==> src/rtl/spi_bm_pkg.sv <==
`timescale 1ns/1ps
// Shared constants for the byte-wide SPI master: register offsets, bit
// positions and the prescaler code decode. Assumes 8-bit registers.
package spi_bm_pkg;
    localparam int REG_ADDR_W = 3;
    localparam int BYTE_W     = 8;

    localparam logic [REG_ADDR_W-1:0] OFS_CTRL   = 3'd0;
    localparam logic [REG_ADDR_W-1:0] OFS_STAT   = 3'd1;
    localparam logic [REG_ADDR_W-1:0] OFS_DATA   = 3'd2;
    localparam logic [REG_ADDR_W-1:0] OFS_EXT    = 3'd3;
    localparam logic [REG_ADDR_W-1:0] OFS_PARAM  = 3'd4;
    localparam logic [REG_ADDR_W-1:0] OFS_CSEL   = 3'd5;
    localparam logic [REG_ADDR_W-1:0] OFS_TIMING = 3'd6;

    localparam int CTRL_PHASE_BIT = 2;
    localparam int CTRL_POL_BIT   = 3;
    localparam int CTRL_EN_BIT    = 6;
    localparam int STAT_DONE_BIT  = 7;
    localparam int STAT_WCOL_BIT  = 6;
    localparam int STAT_EMPTY_BIT = 0;
    localparam int PARAM_MEM_BIT  = 0;

    localparam int DIV_CODE_W   = 4;
    localparam int MAX_LOG2_DIV = 12;

    // Configuration seen by the serial engine.
    typedef struct packed {
        logic                  enable;
        logic                  cpol;
        logic                  cpha;
        logic [DIV_CODE_W-1:0] div_code;
    } spi_cfg_t;

    // Maps a prescaler code to log2 of its divide ratio (interleaved order).
    function automatic logic [3:0] div_code_log2(input logic [DIV_CODE_W-1:0] code);
        logic [3:0] l2;
        case (code)
            4'd0:    l2 = 4'd1;
            4'd1:    l2 = 4'd2;
            4'd4:    l2 = 4'd3;
            4'd2:    l2 = 4'd4;
            4'd3:    l2 = 4'd5;
            default: l2 = (code >= 4'd12) ? 4'(MAX_LOG2_DIV) : code + 4'd1;
        endcase
        return l2;
    endfunction
endpackage

==> src/rtl/spi_bm_clkdiv.sv <==
`timescale 1ns/1ps
// Half-period tick generator. While run is high it pulses tick once every
// ratio/2 system clocks; the count restarts whenever run is low.
// Assumes the prescaler code is stable during a transfer.
module spi_bm_clkdiv
    import spi_bm_pkg::*;
#(
    parameter int LOG2_MAX = MAX_LOG2_DIV
) (
    input  logic                  clk,
    input  logic                  rst_n,
    input  logic                  run,
    input  logic [DIV_CODE_W-1:0] div_code,
    output logic                  tick
);
    localparam int CNT_W = LOG2_MAX;

    logic [CNT_W-1:0] cnt_q;
    logic [CNT_W-1:0] half_m1;
    logic [3:0]       l2;

    // Terminal count for one half period.
    always_comb begin
        l2      = div_code_log2(div_code);
        half_m1 = (CNT_W'(1) << (l2 - 4'd1)) - CNT_W'(1);
        tick    = run && (cnt_q == half_m1);
    end

    // Half-period counter.
    always_ff @(posedge clk) begin
        if (!rst_n || !run) cnt_q <= '0;
        else if (tick)      cnt_q <= '0;
        else                cnt_q <= cnt_q + CNT_W'(1);
    end

    p_tick_bound_r5: assert property (@(posedge clk) disable iff (!rst_n)
        run && !tick |=> cnt_q != '0 || !run);
endmodule

==> src/rtl/spi_bm_rxfifo.sv <==
`timescale 1ns/1ps
// Receive FIFO. A push while full drops the incoming byte; a pop while
// empty is ignored. dout shows the oldest entry, or zero when empty.
module spi_bm_rxfifo #(
    parameter int DEPTH = 4,
    parameter int WIDTH = 8
) (
    input  logic             clk,
    input  logic             rst_n,
    input  logic             push,
    input  logic [WIDTH-1:0] din,
    input  logic             pop,
    output logic [WIDTH-1:0] dout,
    output logic             empty,
    output logic             full
);
    localparam int PTR_W = (DEPTH > 1) ? $clog2(DEPTH) : 1;
    localparam int CNT_W = $clog2(DEPTH + 1);

    logic [WIDTH-1:0] mem_q [DEPTH];
    logic [PTR_W-1:0] wr_ptr_q, rd_ptr_q;
    logic [CNT_W-1:0] count_q;
    logic             push_ok, pop_ok;

    // Accept conditions and output view.
    always_comb begin
        empty   = (count_q == '0);
        full    = (count_q == CNT_W'(DEPTH));
        push_ok = push && !full;
        pop_ok  = pop && !empty;
        dout    = empty ? '0 : mem_q[rd_ptr_q];
    end

    // Pointer wrap helper.
    function automatic logic [PTR_W-1:0] nxt(input logic [PTR_W-1:0] p);
        return (p == PTR_W'(DEPTH - 1)) ? '0 : p + PTR_W'(1);
    endfunction

    // Pointers and occupancy.
    always_ff @(posedge clk) begin
        if (!rst_n) begin
            wr_ptr_q <= '0;
            rd_ptr_q <= '0;
            count_q  <= '0;
        end else begin
            if (push_ok) wr_ptr_q <= nxt(wr_ptr_q);
            if (pop_ok)  rd_ptr_q <= nxt(rd_ptr_q);
            if (push_ok && !pop_ok)      count_q <= count_q + CNT_W'(1);
            else if (pop_ok && !push_ok) count_q <= count_q - CNT_W'(1);
        end
    end

    // Storage.
    always_ff @(posedge clk) begin
        if (push_ok) mem_q[wr_ptr_q] <= din;
    end

    p_no_overflow_r11: assert property (@(posedge clk) disable iff (!rst_n)
        count_q <= CNT_W'(DEPTH));
    p_full_drop_r11: assert property (@(posedge clk) disable iff (!rst_n)
        push && full && !pop |=> count_q == $past(count_q));
endmodule

==> src/rtl/spi_bm_shifter.sv <==
`timescale 1ns/1ps
// Serial engine: runs 2*BITS clock edges per transfer, MSB first, in any of
// the four polarity/phase modes. done pulses on the final edge together with
// the completed receive byte. Clearing enable aborts without a result.
module spi_bm_shifter #(
    parameter int BITS = 8
) (
    input  logic            clk,
    input  logic            rst_n,
    input  logic            start,
    input  logic [BITS-1:0] tx_byte,
    input  logic            cpol,
    input  logic            cpha,
    input  logic            enable,
    input  logic            tick,
    input  logic            miso,
    output logic            busy,
    output logic            sclk,
    output logic            mosi,
    output logic            done,
    output logic [BITS-1:0] rx_byte
);
    localparam int EDGES  = 2 * BITS;
    localparam int EDGE_W = $clog2(EDGES);

    logic [EDGE_W-1:0] edge_q;
    logic [BITS-1:0]   txs_q, rxs_q;
    logic              sclk_q, mosi_q, busy_q;
    logic              last_edge, leading, do_sample, do_launch;

    // Edge classification for the current tick.
    always_comb begin
        last_edge = (edge_q == EDGE_W'(EDGES - 1));
        leading   = !edge_q[0];
        do_sample = (leading != cpha);
        do_launch = cpha ? leading : (!leading && !last_edge);
        done      = busy_q && enable && tick && last_edge;
        rx_byte   = cpha ? {rxs_q[BITS-2:0], miso} : rxs_q;
        busy      = busy_q;
        sclk      = sclk_q;
        mosi      = mosi_q;
    end

    // Transfer sequencing, clock toggling and data shifting.
    always_ff @(posedge clk) begin
        if (!rst_n) begin
            busy_q <= 1'b0;
            edge_q <= '0;
            sclk_q <= 1'b0;
            mosi_q <= 1'b0;
            txs_q  <= '0;
            rxs_q  <= '0;
        end else if (!busy_q) begin
            sclk_q <= cpol;
            edge_q <= '0;
            if (start) begin
                busy_q <= 1'b1;
                if (!cpha) begin
                    mosi_q <= tx_byte[BITS-1];
                    txs_q  <= {tx_byte[BITS-2:0], 1'b0};
                end else begin
                    txs_q  <= tx_byte;
                end
            end
        end else if (!enable) begin
            busy_q <= 1'b0;
            sclk_q <= cpol;
        end else if (tick) begin
            sclk_q <= ~sclk_q;
            edge_q <= edge_q + EDGE_W'(1);
            if (do_sample) rxs_q <= {rxs_q[BITS-2:0], miso};
            if (do_launch) begin
                mosi_q <= txs_q[BITS-1];
                txs_q  <= {txs_q[BITS-2:0], 1'b0};
            end
            if (last_edge) busy_q <= 1'b0;
        end
    end

    p_sclk_idle_r4: assert property (@(posedge clk) disable iff (!rst_n)
        $past(!busy_q) && !busy_q |-> sclk_q == $past(cpol));
    p_halt_r8: assert property (@(posedge clk) disable iff (!rst_n)
        busy_q && !enable |=> !busy_q);
endmodule

==> src/rtl/spi_bm_regs.sv <==
`timescale 1ns/1ps
// Host register file: decodes byte accesses, holds configuration, keeps the
// sticky status flags (write 1 to clear) and issues start and FIFO-pop.
// Assumes one access per host_valid cycle.
module spi_bm_regs
    import spi_bm_pkg::*;
(
    input  logic                  clk,
    input  logic                  rst_n,
    input  logic                  host_valid,
    input  logic                  host_write,
    input  logic [REG_ADDR_W-1:0] host_addr,
    input  logic [BYTE_W-1:0]     host_wdata,
    output logic [BYTE_W-1:0]     host_rdata,
    input  logic                  busy,
    input  logic                  xfer_done,
    input  logic                  rx_empty,
    input  logic [BYTE_W-1:0]     rx_head,
    output spi_cfg_t              cfg,
    output logic                  start,
    output logic [BYTE_W-1:0]     start_byte,
    output logic                  pop,
    output logic [BYTE_W-1:0]     csel
);
    logic [BYTE_W-1:0] ctrl_q, ext_q, param_q, csel_q, timing_q;
    logic              done_q, wcol_q;
    logic              wr, data_wr, stat_wr;

    // Access decode and derived controls.
    always_comb begin
        wr           = host_valid && host_write;
        data_wr      = wr && (host_addr == OFS_DATA);
        stat_wr      = wr && (host_addr == OFS_STAT);
        cfg.enable   = ctrl_q[CTRL_EN_BIT];
        cfg.cpol     = ctrl_q[CTRL_POL_BIT];
        cfg.cpha     = ctrl_q[CTRL_PHASE_BIT];
        cfg.div_code = {ext_q[1:0], ctrl_q[1:0]};
        start        = data_wr && !busy && cfg.enable && !param_q[PARAM_MEM_BIT];
        start_byte   = host_wdata;
        pop          = host_valid && !host_write && (host_addr == OFS_DATA) && !rx_empty;
        csel         = csel_q;
    end

    // Read multiplexer.
    always_comb begin
        host_rdata = '0;
        case (host_addr)
            OFS_CTRL:   host_rdata = ctrl_q;
            OFS_STAT: begin
                host_rdata[STAT_DONE_BIT]  = done_q;
                host_rdata[STAT_WCOL_BIT]  = wcol_q;
                host_rdata[STAT_EMPTY_BIT] = rx_empty;
            end
            OFS_DATA:   host_rdata = rx_head;
            OFS_EXT:    host_rdata = ext_q;
            OFS_PARAM:  host_rdata = param_q;
            OFS_CSEL:   host_rdata = csel_q;
            OFS_TIMING: host_rdata = timing_q;
            default:    host_rdata = '0;
        endcase
    end

    // Configuration registers.
    always_ff @(posedge clk) begin
        if (!rst_n) begin
            ctrl_q   <= '0;
            ext_q    <= '0;
            param_q  <= 8'h01;
            csel_q   <= 8'hF0;
            timing_q <= '0;
        end else if (wr) begin
            case (host_addr)
                OFS_CTRL:   ctrl_q   <= host_wdata;
                OFS_EXT:    ext_q    <= host_wdata;
                OFS_PARAM:  param_q  <= host_wdata;
                OFS_CSEL:   csel_q   <= host_wdata;
                OFS_TIMING: timing_q <= host_wdata;
                default: ;
            endcase
        end
    end

    // Sticky flags: set has priority over a same-cycle clear.
    always_ff @(posedge clk) begin
        if (!rst_n) begin
            done_q <= 1'b0;
            wcol_q <= 1'b0;
        end else begin
            if (xfer_done)                                  done_q <= 1'b1;
            else if (stat_wr && host_wdata[STAT_DONE_BIT])  done_q <= 1'b0;
            if (data_wr && busy)                            wcol_q <= 1'b1;
            else if (stat_wr && host_wdata[STAT_WCOL_BIT])  wcol_q <= 1'b0;
        end
    end

    p_wcol_set_r7: assert property (@(posedge clk) disable iff (!rst_n)
        data_wr && busy |=> wcol_q);
    p_mem_block_r9: assert property (@(posedge clk) disable iff (!rst_n)
        data_wr && param_q[PARAM_MEM_BIT] && !busy |=> !busy);
endmodule

==> src/rtl/spi_byte_master.sv <==
`timescale 1ns/1ps
// Top of the byte-wide register-mapped SPI master: register file, prescaler,
// serial engine, receive FIFO and software chip-select outputs.
// Assumes NUM_CS <= 4 (enable nibble low, level nibble high).
module spi_byte_master
    import spi_bm_pkg::*;
#(
    parameter int NUM_CS   = 4,
    parameter int RX_DEPTH = 4
) (
    input  logic                  clk,
    input  logic                  rst_n,
    input  logic                  host_valid,
    input  logic                  host_write,
    input  logic [REG_ADDR_W-1:0] host_addr,
    input  logic [BYTE_W-1:0]     host_wdata,
    output logic [BYTE_W-1:0]     host_rdata,
    output logic                  spi_sclk,
    output logic                  spi_mosi,
    input  logic                  spi_miso,
    output logic [NUM_CS-1:0]     spi_cs_n
);
    localparam int LEVEL_OFS = BYTE_W / 2;

    spi_cfg_t          cfg;
    logic              start, pop, busy, done, tick, rx_empty, rx_full;
    logic [BYTE_W-1:0] start_byte, rx_byte, rx_head, csel;

    spi_bm_regs u_regs (
        .clk, .rst_n, .host_valid, .host_write, .host_addr, .host_wdata,
        .host_rdata, .busy, .xfer_done(done), .rx_empty, .rx_head,
        .cfg, .start, .start_byte, .pop, .csel
    );

    spi_bm_clkdiv #(.LOG2_MAX(MAX_LOG2_DIV)) u_div (
        .clk, .rst_n, .run(busy && cfg.enable), .div_code(cfg.div_code), .tick
    );

    spi_bm_shifter #(.BITS(BYTE_W)) u_shift (
        .clk, .rst_n, .start, .tx_byte(start_byte), .cpol(cfg.cpol),
        .cpha(cfg.cpha), .enable(cfg.enable), .tick, .miso(spi_miso),
        .busy, .sclk(spi_sclk), .mosi(spi_mosi), .done, .rx_byte
    );

    spi_bm_rxfifo #(.DEPTH(RX_DEPTH), .WIDTH(BYTE_W)) u_fifo (
        .clk, .rst_n, .push(done), .din(rx_byte), .pop,
        .dout(rx_head), .empty(rx_empty), .full(rx_full)
    );

    // One select output per line from its enable and level bits.
    for (genvar n = 0; n < NUM_CS; n++) begin : g_cs
        assign spi_cs_n[n] = csel[n] ? csel[n + LEVEL_OFS] : 1'b1;
    end

    p_done_fills_r6: assert property (@(posedge clk) disable iff (!rst_n)
        done |=> !rx_empty);
    p_full_known_r11: assert property (@(posedge clk) disable iff (!rst_n)
        rx_full |-> !rx_empty);
endmodule

==> config.mk <==
export PLATFORM = sky130hd
export DESIGN_NAME = spi_byte_master
export DESIGN_NICKNAME = d
export VERILOG_FILES = /design/src/rtl/spi_bm_pkg.sv /design/src/rtl/spi_bm_clkdiv.sv /design/src/rtl/spi_bm_rxfifo.sv /design/src/rtl/spi_bm_shifter.sv /design/src/rtl/spi_bm_regs.sv /design/src/rtl/spi_byte_master.sv
export SDC_FILE = /design/constraint.sdc
export NUM_CORES = 1
export LEC_CHECK = 0
export CORE_MARGIN = 2
export CORE_UTILIZATION = 30
export DETAILED_ROUTE_END_ITERATION = 7
export DONT_BUFFER_PORTS = 1
export PLACE_DENSITY_LB_ADDON = 0.2
export SETUP_SLACK_MARGIN = 0.4
export SLEW_MARGIN = 30
export SYNTH_ARGS = -nofsm -noshare
export SYNTH_HDL_FRONTEND = slang
export SYNTH_SLANG_ARGS = --single-unit
==> constraint.sdc <==
create_clock -name clk -period 11.8 [get_ports clk]
set_input_delay 2.36 -clock clk [delete_from_list [all_inputs] [get_ports clk]]
set_output_delay 2.36 -clock clk [all_outputs]
set_load 0.005 [all_outputs]
# After elaboration in Yosys (flattened, before gate mapping)
# Memories as Yosys holds them, arrays and structs flattened. A register that Yosys moved wholly into a read port is not among the register bits.
# Index checks and enable logic that the tools add are counted.
[totals]
output_inout_bits = 14
word_cells = 146
inputBits = 16
n_memories = 1
ff_bits = 84
ramBits = 32
[op_classes]
reduce_logical = 51
magnitude_cmp = 1
mux = 44
shifts = 1
bitwise = 1
n_eq_ne = 21
n_addsub = 9
[memory_table]
columns = ["memory", "words", "width", "read_ports", "rd_clocked_by_memory_dff", "wr", "line", "source"]
rows = [
  ["u_fifo.mem_q", 4, 8, 1, 1, 1, "spi_bm_rxfifo.sv:20", "logic [WIDTH-1:0] mem_q [DEPTH];"],
]
[ops]
columns = ["operator", "n"]
rows = [
  ["8-bit 2-to-1 mux", 8],
  ["5-bit case mux with 6 select lines", 1],
  ["1-bit 2-to-1 mux", 25],
  ["1-bit logical AND", 21],
  ["4-bit case mux with 5 select lines", 1],
  ["2-bit case mux with 7 select lines", 1],
  ["2-bit AND reduction", 7],
  ["12-bit by 1-bit adder with 12-bit output (second input constant)", 1],
  ["12-bit equality test", 1],
  ["3-bit equality test (second input constant)", 4],
  ["1-bit by 4-bit left shift with 12-bit output (first input constant)", 1],
  ["12-bit by 2-bit subtractor with 12-bit output (second input constant)", 1],
  ["1-bit zero test", 11],
  ["4-bit by 1-bit adder with 4-bit output (second input constant)", 2],
  ["4-bit by 2-bit equality test with 1-bit output (second input constant)", 2],
  ["2-bit 2-to-1 mux", 4],
  ["4-bit AND reduction", 2],
  ["2-bit nonzero test", 4],
  ["1-bit case mux with 7 select lines", 1],
  ["3-bit by 2-bit equality test with 1-bit output (second input constant)", 2],
  ["3-bit zero test", 2],
  ["3-bit 2-to-1 mux", 2],
  ["5-bit AND reduction", 1],
  ["2-bit by 1-bit adder with 2-bit output (second input constant)", 2],
  ["other kinds (18)", 21],
]

# Depth between registers and ports, before layout
# Gate-level depths: netlist of run 1.
[depth]
word_depth = 15
mapped_depth = 21
depth_no_buf = 21

# By module
# From an unflattened synthesis of run 1, not the netlist that was laid out.
[hier_totals]
cells_unflattened = 668
area_unflattened_um2 = 6681.4
[modules_own_cells]
columns = ["module", "cells_each", "area_per_inst_um2", "instances", "seq_area_each_um2"]
rows = [
  ["spi_bm_regs", 236, 2319.7, 1, 840.8],
  ["spi_bm_rxfifo", 101, 1692.9, 1, 1141.1],
  ["spi_bm_clkdiv", 185, 1366.3, 1, 240.2],
  ["spi_bm_shifter", 141, 1271.2, 1, 460.4],
  ["spi_byte_master", 5, 31.3, 1, 0.0],
]

# Worst setup path before layout of run 1
# Ideal clock, no wire load.
[synth_timing]
path_type = "input to output"
start = "input host_addr[1]"
end = "output host_rdata[7]"
path_stages = 6
path_slack_ns = 5.923
t_arrival_ns = 3.517
path_cell_list = "clkbuf_1 clkbuf_1 nor2_1 a22oi_1 nor2_1 a221o_1"
[synth_via]
elab_chain_cells = 2
elab_cells_between_ends = 8
[synth_lines]
columns = ["element", "line", "source"]
rows = [
  ["start, declared", "spi_byte_master.sv:15", "input logic [REG_ADDR_W-1:0] host_addr,"],
  ["3-bit equality test, or another cell as far along", "spi_bm_regs.sv:47", "case (host_addr)"],
  ["2-bit case mux with 7 select lines (*)", "spi_bm_regs.sv:47", ""],
  ["end, declared", "spi_byte_master.sv:17", "output logic [BYTE_W-1:0] host_rdata,"],
]
# Mark *: on every way between the ends. The rest lies on a longest branch, timed or not.

# Worst setup path in the final report of run 1
[layout_timing]
start = "register u_regs.ctrl_q[0]"
end = "register u_fifo.count_q[2]"
[layout_via]
elab_chain_cells = 14
elab_cells_between_ends = 22
[layout_lines]
columns = ["element", "line", "source"]
rows = [
  ["start, declared", "spi_bm_regs.sv:25", "logic [BYTE_W-1:0] ctrl_q, ext_q, param_q, csel_q, timing_q;"],
  ["start signal, assigned", "spi_bm_regs.sv:73", "OFS_CTRL: ctrl_q <= host_wdata;"],
  ["4-bit by 1-bit adder with 4-bit output / 4-bit >= comparator (equally long branches)", "spi_bm_pkg.sv:44", "default: l2 = (code >= 4'd12) ? 4'(MAX_LOG2_DIV) : code + 4'd1;"],
  ["4-bit 2-to-1 mux", "spi_bm_pkg.sv:44", ""],
  ["4-bit case mux with 5 select lines (*)", "spi_bm_pkg.sv:38", "case (code)"],
  ["4-bit by 1-bit subtractor with 4-bit output (*)", "spi_bm_clkdiv.sv:25", "half_m1 = (CNT_W'(1) << (l2 - 4'd1)) - CNT_W'(1);"],
  ["1-bit by 4-bit left shift with 12-bit output (*)", "spi_bm_clkdiv.sv:25", ""],
  ["12-bit by 2-bit subtractor with 12-bit output (*)", "spi_bm_clkdiv.sv:25", ""],
  ["12-bit equality test (*)", "spi_bm_clkdiv.sv:26", "tick = run && (cnt_q == half_m1);"],
  ["1-bit logical AND (*)", "spi_bm_clkdiv.sv:26", ""],
  ["1-bit logical AND (*) (2 in a row)", "spi_bm_shifter.sv:37", "done = busy_q && enable && tick && last_edge;"],
  ["1-bit logical AND (*)", "spi_bm_rxfifo.sv:29", "push_ok = push && !full;"],
  ["named net u_fifo.push_ok", "spi_bm_rxfifo.sv:23", "logic push_ok, pop_ok;"],
  ["1-bit zero test", "spi_bm_rxfifo.sv:49", "else if (pop_ok && !push_ok) count_q <= count_q - CNT_W'(1);"],
  ["1-bit logical AND", "spi_bm_rxfifo.sv:49", ""],
  ["2-bit nonzero test (no line)", "--", ""],
  ["end signal, assigned", "spi_bm_rxfifo.sv:48", "if (push_ok && !pop_ok) count_q <= count_q + CNT_W'(1);"],
  ["end signal, assigned", "spi_bm_rxfifo.sv:49", ""],
  ["end, declared", "spi_bm_rxfifo.sv:22", "logic [CNT_W-1:0] count_q;"],
]
# The timed path passes the listed nets; every way through them passes the cells marked *.
# A chain may end at the register's enable or synchronous reset.

==> run summary, run 1 <==
WP data required = 12.14 ns
Cell with the most instances after synthesis = dfxtp_1
Area growth from synthesis to layout = 13.19%
TritonCTS Buffers = 17
Initial antenna violation count = 0
Cell variety after synth = 67
CP Buf/Inv Count = 2
Delay of the slowest cell on the worst path = 0.66 ns
Number of flops mapped to enable cells by yosys = 32
Clock Tree Buf Depth = 2
Warnings, synthesis = 0
Period utilization = 0.4782
Sequential share of power = 0.427
Vias in the first global route = 4462
Rows = 52
Drt first pass iters = 5
First-pass GRT wire length = 24.34 mm
Routed WL = 15.17 mm
Post-Syn Instances = 627
Reg2reg start = u_regs.ctrl_q[0]
Clock Power Share = 0.546
Reg2reg path depth = 20
Switching Share = 0.2348
Crit path time final = 5.643 ns
Core area = 20100 um^2
Top FF cell, synth = dfxtp_1
Routed WL per cell = 17.03 um
Final net count = 638
Final setup margin = 6.157 ns
Worst vdd ir = 0.08508 mV
Critical path, cell by cell = inv_1 > ha_1 > nor2b_1 > o32a_1 > nor2_1 > nand3_1 > ha_1 > xnor2_1 > nor2_1 > o21a_1 > o221ai_1 > a2111oi_0 > o211ai_1 > nor4_1 > ha_1 > inv_1 > fa_1 > xor2_1 > or3_1 > a21boi_0
Die Wd = 146.7 um
Crit path DAT = 5.99 ns
I/O Pins = 30
# DRC = 0
Comb power frac = 0.027
Clk Latency, worst-skew pair = 0.41 ns
Min-Delay Startpoint = u_shift.txs_q[3]
Hold Crit Depth = 2
Worst Hold Endpoint = u_shift.txs_q[3]
Asr flop ratio synth = 0
Initial Util = 0.3038
Leading area contributor after synthesis = dfxtp_1
Final Instance Area = 6914 um^2
Vias = 4587
Routability Congestion = 0.8247
Final count of hold timing violations = 0
Mapped cell area = 6108 um^2
Nature of the critical path endpoint = flip-flop
CP Max Fanout = 14
Hold Slack = 0.4596 ns
Die Ht = 146.7 um
Clock tree sinks = 118
Cts repair resizes = 0
Iteration-0 DRC Markers = 348
Layout cells sized above 1 = 0.09662
CTS Hold Buffers Added = 0
Int Power = 0.7490 mW
Unrepaired setup endpoints after global routing = no
Crit start category = flip-flop
Synth top area share = 0.2819
Fmax = 0.1772 GHz
Max-slew headroom = 0.3263
Worst hold path class = reg -> reg
Slew of the pin with the lowest slew margin = 1.007 ns
IO buf count = 0
Max-cap violations = 0
Worst path slowest cell = nor4_1
Worst slack, placed = 6.209 ns
Crit path max-delay family = simple AND/OR/NAND/NOR gates
CTS tree = yes
Status = finished, final reports clean
Post-synthesis sequential area ratio = 0.4392
Net count after synthesis = 657
Setup TNS = 0 ns
Grt total ovfl = 0
ANT cells = 0
Synth area leaders = dfxtp_1 28%, edfxtp_1 16%, mux2i_1 10%
CP most frequent cell = ha_1
Final ANT Viol Nets = 0
Largest net degree at the start of global routing = 84
Psw = 0.2298 mW
Worst Path Class, Setup = reg -> reg
DP Area = 6296 um^2
CTS root buffer = clkbuf_16
Half-perimeter wire length after placement = 10.69 mm
Lkg Pwr = 2.367 nW
Avg Cell Area, Syn = 9.742 um^2
Top post-synthesis cells by count = 86 x dfxtp_1, 73 x nand2_1, 62 x mux2i_1
R2R setup slack = 6.16 ns
Count of pins over their slew limit = 0
Reg2reg end = u_fifo.count_q[2]
Register bit total from synthesis = 118
# Post-CTS Setup Buffers = 0
Pwr dens = 141.6 nW/um^2
H-tree Lvls = 4
Via density = 5.148
Clock-pin slew on the worst setup and hold paths = 0.06 ns
Die Area = 21520 um^2
Clock Skew = 0.01076 ns
# setup viols final = 0
GRT Total Usage = 0.1448
## worst max-delay path by stage
stage / start / end / slack [ns] / cells past startpoint
floorplan: host_addr[1] / host_rdata[7] / 5.92 / 6
global placement: host_addr[1] / host_rdata[7] / 6.28 / 4
detailed placement: u_regs.ctrl_q[0] / u_fifo.count_q[2] / 6.21 / 20
CTS: u_regs.ctrl_q[0] / u_fifo.count_q[2] / 6.21 / 20
global route: u_regs.ctrl_q[0] / u_fifo.count_q[2] / 5.68 / 20
finish: u_regs.ctrl_q[0] / u_fifo.count_q[2] / 6.16 / 20
## cell type report
type                    instances  area, um^2
fillers                      1995       13190
inverters                      11       41.29
repair buffers                  1       7.507
well taps                     270       337.8
multi-input cells             459        3236
flip-flops and latches        118        2684
clock buffers                  17       425.4
clock inverters                15       182.7
## kinds of logic after synthesis
logic type	Yosys count	synth area share
fa+ha+maj	14	0.02991
mux	80	0.1495
buf+inv	50	0.03318
simple gates	234	0.1936
flops	118	0.4392
xor+xnor	16	0.02294
compound gates	115	0.1317
## layer usage
layer | vias to the layer above | track usage | share of wire
li1 | 2244 | - | -
met1 | 2223 | 0.1944 | 0.47
met2 | 99 | 0.2289 | 0.47
met3 | 21 | 0.03385 | 0.048
met4 | 0 | 0.05146 | 0.015
met5 | - | 0 | 0
## registers in the layout, summed over array words and instances, names as in the netlist, named ones only
signal	count
u_regs.timing_q	8
u_shift.txs_q	8
u_div.cnt_q	12
u_regs.param_q	8
u_shift.sclk	1
u_fifo.rd_ptr_q	2
u_shift.busy	1
u_fifo.mem_q	32
u_shift.edge_q	4
u_regs.wcol_q	1
u_fifo.wr_ptr_q	2
u_shift.mosi	1
u_fifo.count_q	3
u_regs.csel	8
u_regs.done_q	1
u_shift.rxs_q	8
u_regs.ctrl_q	8
u_regs.ext_q	8
## power by group through the flow
stage	sequential (mW)	clock (mW)	combinational, mW
2_1_floorplan	0.425	0	0.0289
3_3_place_gp	0.426	0	0.0258
3_5_place_dp	0.426	0	0.0265
4_1_cts	0.417	0.545	0.0266
5_1_grt	0.418	0.563	0.0296
6_report	0.418	0.534	0.0268
## cells in the final DEF, fill, tap and decap left out, drive strengths merged, types with 4 or more instances in the layout
cell type  instances
nand2             73
xnor2              7
a21oi             12
inv               20
mux2              10
or4                6
nand3             25
nor2              35
edfxtp            32
a21boi             7
nor2b             39
a22oi             10
mux2i             62
or3                4
clkbuf            17
ha                13
and3               9
nor3               8
o211ai            12
a31oi              4
xor2               9
dfxtp             86
nor4               4
o21ai             33
nand2b            11
mux4               8
and2               9
## tightest hold or removal path, cell delays in order, from the launching register on
cell and delay, ns:
dfxtp_1 0.31, nand2_1 0.05, o21ai_0 0.05
## through the flow
step,power (mW),utilization,instances
after detailed placement,0.4528,0.3132,859
after floorplan,0.4541,-,627
after global placement,0.4522,0.3130,859
after global routing,1.011,0.3439,891
after CTS,0.9888,0.3434,891
final,0.9788,0.3439,891
Power figures use the tool's default switching activity.
==> run 2, diff against run 1 <==
==> constraint.sdc (replaced) <==
create_clock -name clk -period 4.8 [get_ports clk]
set_input_delay 0.96 -clock clk [delete_from_list [all_inputs] [get_ports clk]]
set_output_delay 0.96 -clock clk [all_outputs]
set_load 0.005 [all_outputs]
==> run 2 against run 1 <==
Compared with the run above:
- flip-flop and latch count unchanged
- non-clock buffer count is 22 higher
- final area is 4.8% higher
- wire length grew 3.6%
- via count grew 2.8%
- count of clock-buffer cells in the layout stayed put
- power increased by 140%
- critical path type unchanged
- largest cell class unchanged
- largest power group unchanged
==> run summary, run 2 (synthesis results as in run 1) <==
Initial Util = 0.3038 (unchanged)
Vias = 4716 (was 4587)
Max-slew headroom = 0.3271 (was 0.3263)
Crit path time final = 4.369 ns (was 5.643 ns)
Initial antenna violation count = 0 (unchanged)
Clock-pin slew on the worst setup and hold paths = 0.06 ns (about the same)
Unrepaired setup endpoints after global routing = yes (was no)
Fillers = 1977 (was 1995)
Core area = 20100 um^2 (unchanged)
Status = finished, final reports clean (unchanged)
FF/Latch Area = 2691 um^2 (was 2684 um^2)
Layout cells sized above 1 = 0.1804 (was 0.09662)
Grt total ovfl = 0 (unchanged)
Top Registers = u_fifo.mem_q x32, u_div.cnt_q x12 (unchanged)
Die Wd = 146.7 um (unchanged)
IO buf count = 0 (unchanged)
Setup TNS = 0 ns (unchanged)
Delay of the slowest cell on the worst path = 0.39 ns (was 0.66 ns)
Via density = 5.165 (was 5.148)
Clock Skew = 0.01283 ns (was 0.01076 ns)
Vias in the first global route = 4567 (was 4462)
Final count of hold timing violations = 0 (unchanged)
# setup viols final = 0 (unchanged)
Hold Slack = 0.4603 ns (was 0.4596 ns)
CTS Hold Buffers Added = 0 (unchanged)
Multi-input logic area = 3432 um^2 (was 3236 um^2)
Routed WL per cell = 17.21 um (was 17.03 um)
Worst hold path class = reg -> reg (unchanged)
ANT cells = 0 (unchanged)
Count of pins over their slew limit = 0 (unchanged)
TritonCTS Buffers = 17 (unchanged)
Critical path, cell by cell = inv_2 > ha_2 > nor2b_1 > o32a_1 > nor2_4 > nand3_2 > ha_4 > buf_4 > xnor2_2 > and3_4 > a2111oi_4 > o211ai_1 > nor4_4 > ha_2 > inv_1 > fa_2 > xor2_2 > or3_4 > a21boi_2 (was inv_1 > ha_1 > nor2b_1 > o32a_1 > nor2_1 > nand3_1 > ha_1 > xnor2_1 > nor2_1 > o21a_1 > o221ai_1 > a2111oi_0 > o211ai_1 > nor4_1 > ha_1 > inv_1 > fa_1 > xor2_1 > or3_1 > a21boi_0)
Final net count = 660 (was 638)
Drt first pass iters = 5 (unchanged)
Period utilization = 0.9103 (was 0.4782)
GRT Total Usage = 0.1497 (was 0.1448)
Routability Congestion = 0.8845 (was 0.8247)
DP Area = 6377 um^2 (was 6296 um^2)
Pwr Total = 2.332 mW (was 0.9788 mW)
Pwr dens = 322.0 nW/um^2 (was 141.6 nW/um^2)
Most frequent cells in the layout = 83 x dfxtp_1, 72 x nand2_1, 62 x mux2i_1 (was 85 x dfxtp_1, 73 x nand2_1, 62 x mux2i_1)
Die Area = 21520 um^2 (unchanged)
# DRC = 0 (unchanged)
Clock tree sinks = 118 (unchanged)
Worst Path Class, Setup = reg -> reg (unchanged)
Clock Tree Buf Depth = 2 (unchanged)
Worst path slowest cell = or3_4 (was nor4_1)
Worst vdd ir = 0.2663 mV (was 0.08508 mV)
Max-cap violations = 0 (unchanged)
CP most frequent cell = ha_2 (was ha_1)
Final instance count without filler cells = 913 (was 891)
Max FFs per register = 32 (unchanged)
CTS tree = yes (unchanged)
CTS root buffer = clkbuf_16 (unchanged)
Fmax = 0.2289 GHz (was 0.1772 GHz)
Placed insts = 866 (was 859)
I/O Pins = 30 (unchanged)
Slew of the pin with the lowest slew margin = 1.006 ns (was 1.007 ns)
Final ANT Viol Nets = 0 (unchanged)
Die Ht = 146.7 um (unchanged)
Lkg Pwr = 2.465 nW (was 2.367 nW)
H-tree Lvls = 4 (unchanged)
Reg with most FFs = u_fifo.mem_q (unchanged)
CP Max Fanout = 5 (was 14)
Rows = 52 (unchanged)
Routed WL = 15.72 mm (was 15.17 mm)
Commonest non-fill, non-tap cell in the layout = dfxtp_1 (unchanged)
Iteration-0 DRC Markers = 261 (was 348)
Clk Latency, worst-skew pair = 0.42 ns (was 0.41 ns)
Largest net degree at the start of global routing = 84 (unchanged)
Area growth from synthesis to layout = 18.60% (was 13.19%)
Half-perimeter wire length after placement = 10.52 mm (was 10.69 mm)
Final Instance Area = 7244 um^2 (was 6914 um^2)
Nature of the critical path endpoint = flip-flop (unchanged)
First-pass GRT wire length = 25.11 mm (was 24.34 mm)
Crit path DAT = 4.72 ns (was 5.99 ns)
Crit start category = flip-flop (unchanged)
WP data required = 5.15 ns (was 12.14 ns)
==> run 2: changes by cell type in the layout (fill, tap and decap cells not counted), sizes merged <==
cell / delta
clkinv: +2
bufinv: -1
inv: -2
buf: +22
clkinvlp: +1
==> run 2: worst max-delay path, delay by kind of cell, from the launching register on <==
family / cells / cell delay [ns]
fa+ha+maj: 4 / 0.96
xor+xnor: 2 / 0.33
flops: 1 / 0.37
buf+inv: 3 / 0.26
simple gates: 6 / 1.34
compound gates: 4 / 1.02
==> run 2: cell type report <==
| class | instances | area share |
|---|---|---|
| clock inverters | 15 | 0.01986 |
| well taps | 270 | 0.04663 |
| flip-flops and latches | 118 | 0.3715 |
| multi-input cells | 459 | 0.4737 |
| clock buffers | 17 | 0.05872 |
| repair buffers | 23 | 0.02383 |
| inverters | 11 | 0.005699 |
==> run 2: timing repair <==
action                                  in CTS  in global routing
setup buffers                               12                  3
endpoints found under the setup margin      42                  1
pin swaps                                   10                 11
gates resized for setup                     21                 22
==> run 2: worst paths after layout <==
path | start | end | slack, ns | cells after the start
max | u_regs.ctrl_q[0] | u_fifo.count_q[2] | 0.43 | 19
min | u_shift.txs_q[5] | u_shift.txs_q[5] | 0.46 | 2
max reg2reg | u_regs.ctrl_q[0] | u_fifo.count_q[2] | 0.43 | 19
min reg2reg | u_shift.txs_q[5] | u_shift.txs_q[5] | 0.46 | 2
==> run 2: per-stage QoR <==
step / setup WS, ns / utilization
after floorplan: 0.4294 / -
after global placement: 0.1391 / 0.3170
after detailed placement: -0.04288 / 0.3172
after CTS: 0.4109 / 0.3542
after global routing: 0.2462 / 0.3603
final: 0.4307 / 0.3603
==> run 2: power breakdown <==
| part | internal (mW) | total [mW] | switching (mW) |
|---|---|---|---|
| clock network | 0.724 | 1.22 | 0.501 |
| registers | 1.02 | 1.02 | 0.00374 |
| logic | 0.0409 | 0.0840 | 0.0432 |
| total | 1.78 | 2.33 | 0.548 |
==> run 2: metal layers <==
metal	wire (um)	GRT usage
met1	6926	0.1931
met4	251	0.04854
met2	7658	0.2448
met5	0	0
met3	880	0.03975
==> run 3, diff against run 2 <==
--- a/config.mk
+++ b/config.mk
@@ -5,6 +5,7 @@
 export SDC_FILE = /design/constraint.sdc
 export NUM_CORES = 1
 export LEC_CHECK = 0
+export ABC_AREA = 1
 export CORE_MARGIN = 2
 export CORE_UTILIZATION = 30
 export DETAILED_ROUTE_END_ITERATION = 7
==> run 3 against run 2 <==
Compared with the run above:
- non-clock buffer count is 12 lower
- synthesized area fell by 3.7%
- wire length fell by 0.47%
- power grew 2.1%
- largest cell class unchanged
==> run summary, run 3 <==
Status = finished, final reports clean (unchanged)
Clock-pin slew on the worst setup and hold paths = 0.06 ns (about the same)
CTS tree = yes (unchanged)
Synth top area share = 0.2928 (was 0.2819)
Drt first pass iters = 5 (unchanged)
Clock Tree Buf Depth = 2 (unchanged)
Commonest non-fill, non-tap cell in the layout = nand2_1 (was dfxtp_1)
Routed WL = 15.64 mm (was 15.72 mm)
Cell variety after synth = 44 (was 67)
Iteration-0 DRC Markers = 259 (was 261)
Reg2reg end = u_fifo.count_q[2] (unchanged)
Top post-synthesis cells by count = 137 x nand2_1, 111 x nor2_1, 87 x inv_1 (was 86 x dfxtp_1, 73 x nand2_1, 62 x mux2i_1)
CP most frequent cell = nand2_1 (was ha_2)
Crit path DAT = 4.30 ns (was 4.72 ns)
Mapped cell area = 5881 um^2 (was 6108 um^2)
Register bit total from synthesis = 118 (unchanged)
Die Ht = 144.0 um (was 146.7 um)
Reg2reg path depth = 28 (was 19)
Reg with most FFs = u_fifo.mem_q (unchanged)
Setup TNS = 0 ns (unchanged)
Max FFs per register = 32 (unchanged)
Post-Syn Instances = 774 (was 627)
Lkg Pwr = 2.548 nW (was 2.465 nW)
Routed WL per cell = 14.77 um (was 17.21 um)
Period utilization = 0.8296 (was 0.9103)
Worst Hold Endpoint = u_regs.param_q[7] (was u_shift.txs_q[5])
First-pass GRT wire length = 24.83 mm (was 25.11 mm)
Half-perimeter wire length after placement = 11.11 mm (was 10.52 mm)
Vias = 4997 (was 4716)
Clk Latency, worst-skew pair = 0.43 ns (was 0.42 ns)
Unrepaired setup endpoints after global routing = no (was yes)
Crit start category = flip-flop (unchanged)
Pwr dens = 349.3 nW/um^2 (was 322.0 nW/um^2)
Count of pins over their slew limit = 0 (unchanged)
TritonCTS Buffers = 17 (unchanged)
Area growth from synthesis to layout = 15.96% (was 18.60%)
Initial antenna violation count = 0 (unchanged)
Fillers = 2046 (was 1977)
DP Area = 6180 um^2 (was 6377 um^2)
Nature of the critical path endpoint = flip-flop (unchanged)
Reg2reg start = u_regs.ctrl_q[0] (unchanged)
WP data required = 5.11 ns (was 5.15 ns)
Clock Skew = 0.007782 ns (was 0.01283 ns)
Cell with the most instances after synthesis = nand2_1 (was dfxtp_1)
Delay of the slowest cell on the worst path = 0.38 ns (was 0.39 ns)
CTS root buffer = clkbuf_16 (unchanged)
Worst Path Class, Setup = reg -> reg (unchanged)
CTS Hold Buffers Added = 0 (unchanged)
IO buf count = 0 (unchanged)
Most frequent cells in the layout = 137 x nand2_1, 110 x nor2_1, 85 x inv_1 (was 83 x dfxtp_1, 72 x nand2_1, 62 x mux2i_1)
Rows = 51 (was 52)
Vias in the first global route = 4594 (was 4567)
CP startpoint = u_regs.ctrl_q[0] (unchanged)
Net count after synthesis = 804 (was 657)
Final ANT Viol Nets = 0 (unchanged)
I/O Pins = 30 (unchanged)
Initial Util = 0.3041 (was 0.3038)
Worst path slowest cell = fa_1 (was or3_4)
Slew of the pin with the lowest slew margin = 0.8078 ns (was 1.006 ns)
Final net count = 811 (was 660)
Routability Congestion = 0.8410 (was 0.8845)
Via density = 4.719 (was 5.165)
Worst vdd ir = 0.2287 mV (was 0.2663 mV)
Number of flops mapped to enable cells by yosys = 32 (unchanged)
ANT cells = 0 (unchanged)
GRT Total Usage = 0.1577 (was 0.1497)
Core area = 19330 um^2 (was 20100 um^2)
Grt total ovfl = 0 (unchanged)
Die Area = 20740 um^2 (was 21520 um^2)
Largest net degree at the start of global routing = 54 (was 84)
Avg Cell Area, Syn = 7.598 um^2 (was 9.742 um^2)
Post-synthesis sequential area ratio = 0.4562 (was 0.4392)
Asr flop ratio synth = 0 (unchanged)
Worst hold path class = reg -> reg (unchanged)
H-tree Lvls = 4 (unchanged)
Hold Crit Depth = 2 (unchanged)
Final count of hold timing violations = 0 (unchanged)
Clock tree sinks = 118 (unchanged)
Fmax = 0.2511 GHz (was 0.2289 GHz)
Min-Delay Startpoint = u_regs.param_q[7] (was u_shift.txs_q[5])
Max-cap violations = 0 (unchanged)
Max-slew headroom = 0.4595 (was 0.3271)
# DRC = 0 (unchanged)
Top FF cell, synth = dfxtp_1 (unchanged)
Crit path time final = 3.982 ns (was 4.369 ns)
Warnings, synthesis = 0 (unchanged)
CP Max Fanout = 8 (was 5)
Synth area leaders = dfxtp_1 29%, edfxtp_1 16%, nand2_1 8.7% (was dfxtp_1 28%, edfxtp_1 16%, mux2i_1 10%)
Leading area contributor after synthesis = dfxtp_1 (unchanged)
Die Wd = 144.0 um (was 146.7 um)
Final Instance Area = 6819 um^2 (was 7244 um^2)
R2R setup slack = 0.82 ns (was 0.43 ns)
Layout cells sized above 1 = 0.1020 (was 0.1804)
# setup viols final = 0 (unchanged)
Top Registers = u_fifo.mem_q x32, u_div.cnt_q x12 (unchanged)
[run 3: cell count changes after synthesis, moves of 43 or more]
cell     change
mux2i_1     -61
o21ai_0     +53
a21oi_1     +43
inv_1       +76
nor2_1      +76
nand2_1     +64
[run 3: how the worst max path moves through the flow]
| stage | slack, ns | cells after the start | end |
|---|---|---|---|
| after floorplan | 0.93 | 29 | u_fifo.count_q[2] |
| after global placement | 0.70 | 28 | u_fifo.count_q[2] |
| after detailed placement | 0.66 | 28 | u_fifo.count_q[2] |
| after CTS | 0.62 | 28 | u_fifo.count_q[2] |
| after global routing | 0.38 | 28 | u_fifo.count_q[2] |
| final | 0.82 | 28 | u_fifo.count_q[2] |
[run 3: stage by stage]
stage	utilization	instances	setup slack, ns	total power, mW	hold slack (ns)
finish	0.3527	1059	0.8180	2.382	0.4566
global route	0.3527	1059	0.3840	2.457	0.4736
CTS	0.3496	1057	0.6232	2.401	0.4605
detailed placement	0.3196	1025	0.6600	1.152	0.4495
global placement	0.3196	1025	0.6978	1.153	0.4386
floorplan	-	774	0.9289	1.134	0.4245
[run 3: kinds of logic (layout without fill, tap and decap cells)]
| family | Yosys count | count (layout) | synth area share |
|---|---|---|---|
| simple gates | 336 | 336 | 0.2506 |
| compound gates | 175 | 175 | 0.1666 |
| flops | 118 | 118 | 0.4562 |
| xor+xnor | 9 | 9 | 0.01341 |
| buf+inv | 121 | 141 | 0.08042 |
| mux | 1 | 1 | 0.001702 |
| fa+ha+maj | 14 | 14 | 0.03106 |
[run 3: timing repair]
item	CTS	global route
resized for setup	0	13
hold endpoints to repair	0	0
setup endpoints to repair	0	2
setup buffers	0	2
[run 3: power breakdown]
part | switching [mW] | internal, mW
Clock | 0.556 | 0.692
Combinational | 0.0713 | 0.0349
Sequential | 0.00453 | 1.02
Total | 0.631 | 1.75
[run 3: cell type report]
class	instances	area (um^2)	area share
flip-flops and latches	118	2685	0.3938
clock buffers	17	425.4	0.06239
clock inverters	15	153.9	0.02257
repair buffers	11	82.58	0.01211
well taps	265	331.6	0.04862
multi-input cells	535	2768	0.4059
inverters	98	372.9	0.05468
[run 3: metal layers]
metal / GRT usage / up-vias / share of wire
li1: - / 2599 / -
met1: 0.2061 / 2280 / 0.46
met2: 0.2546 / 101 / 0.47
met3: 0.04139 / 17 / 0.054
met4: 0.05108 / 0 / 0.015
met5: 0 / - / 0
[run 3: worst max-delay path, delay by kind of cell (launching register included)]
family | cells | cell delay [ns]
AO/OA/AOI/OAI | 5 | 0.55
XOR/XNOR | 1 | 0.12
adder cells (fa/ha/maj) | 4 | 0.99
buffers and inverters | 4 | 0.27
flip-flops | 1 | 0.36
AND/OR/NAND/NOR | 14 | 1.59
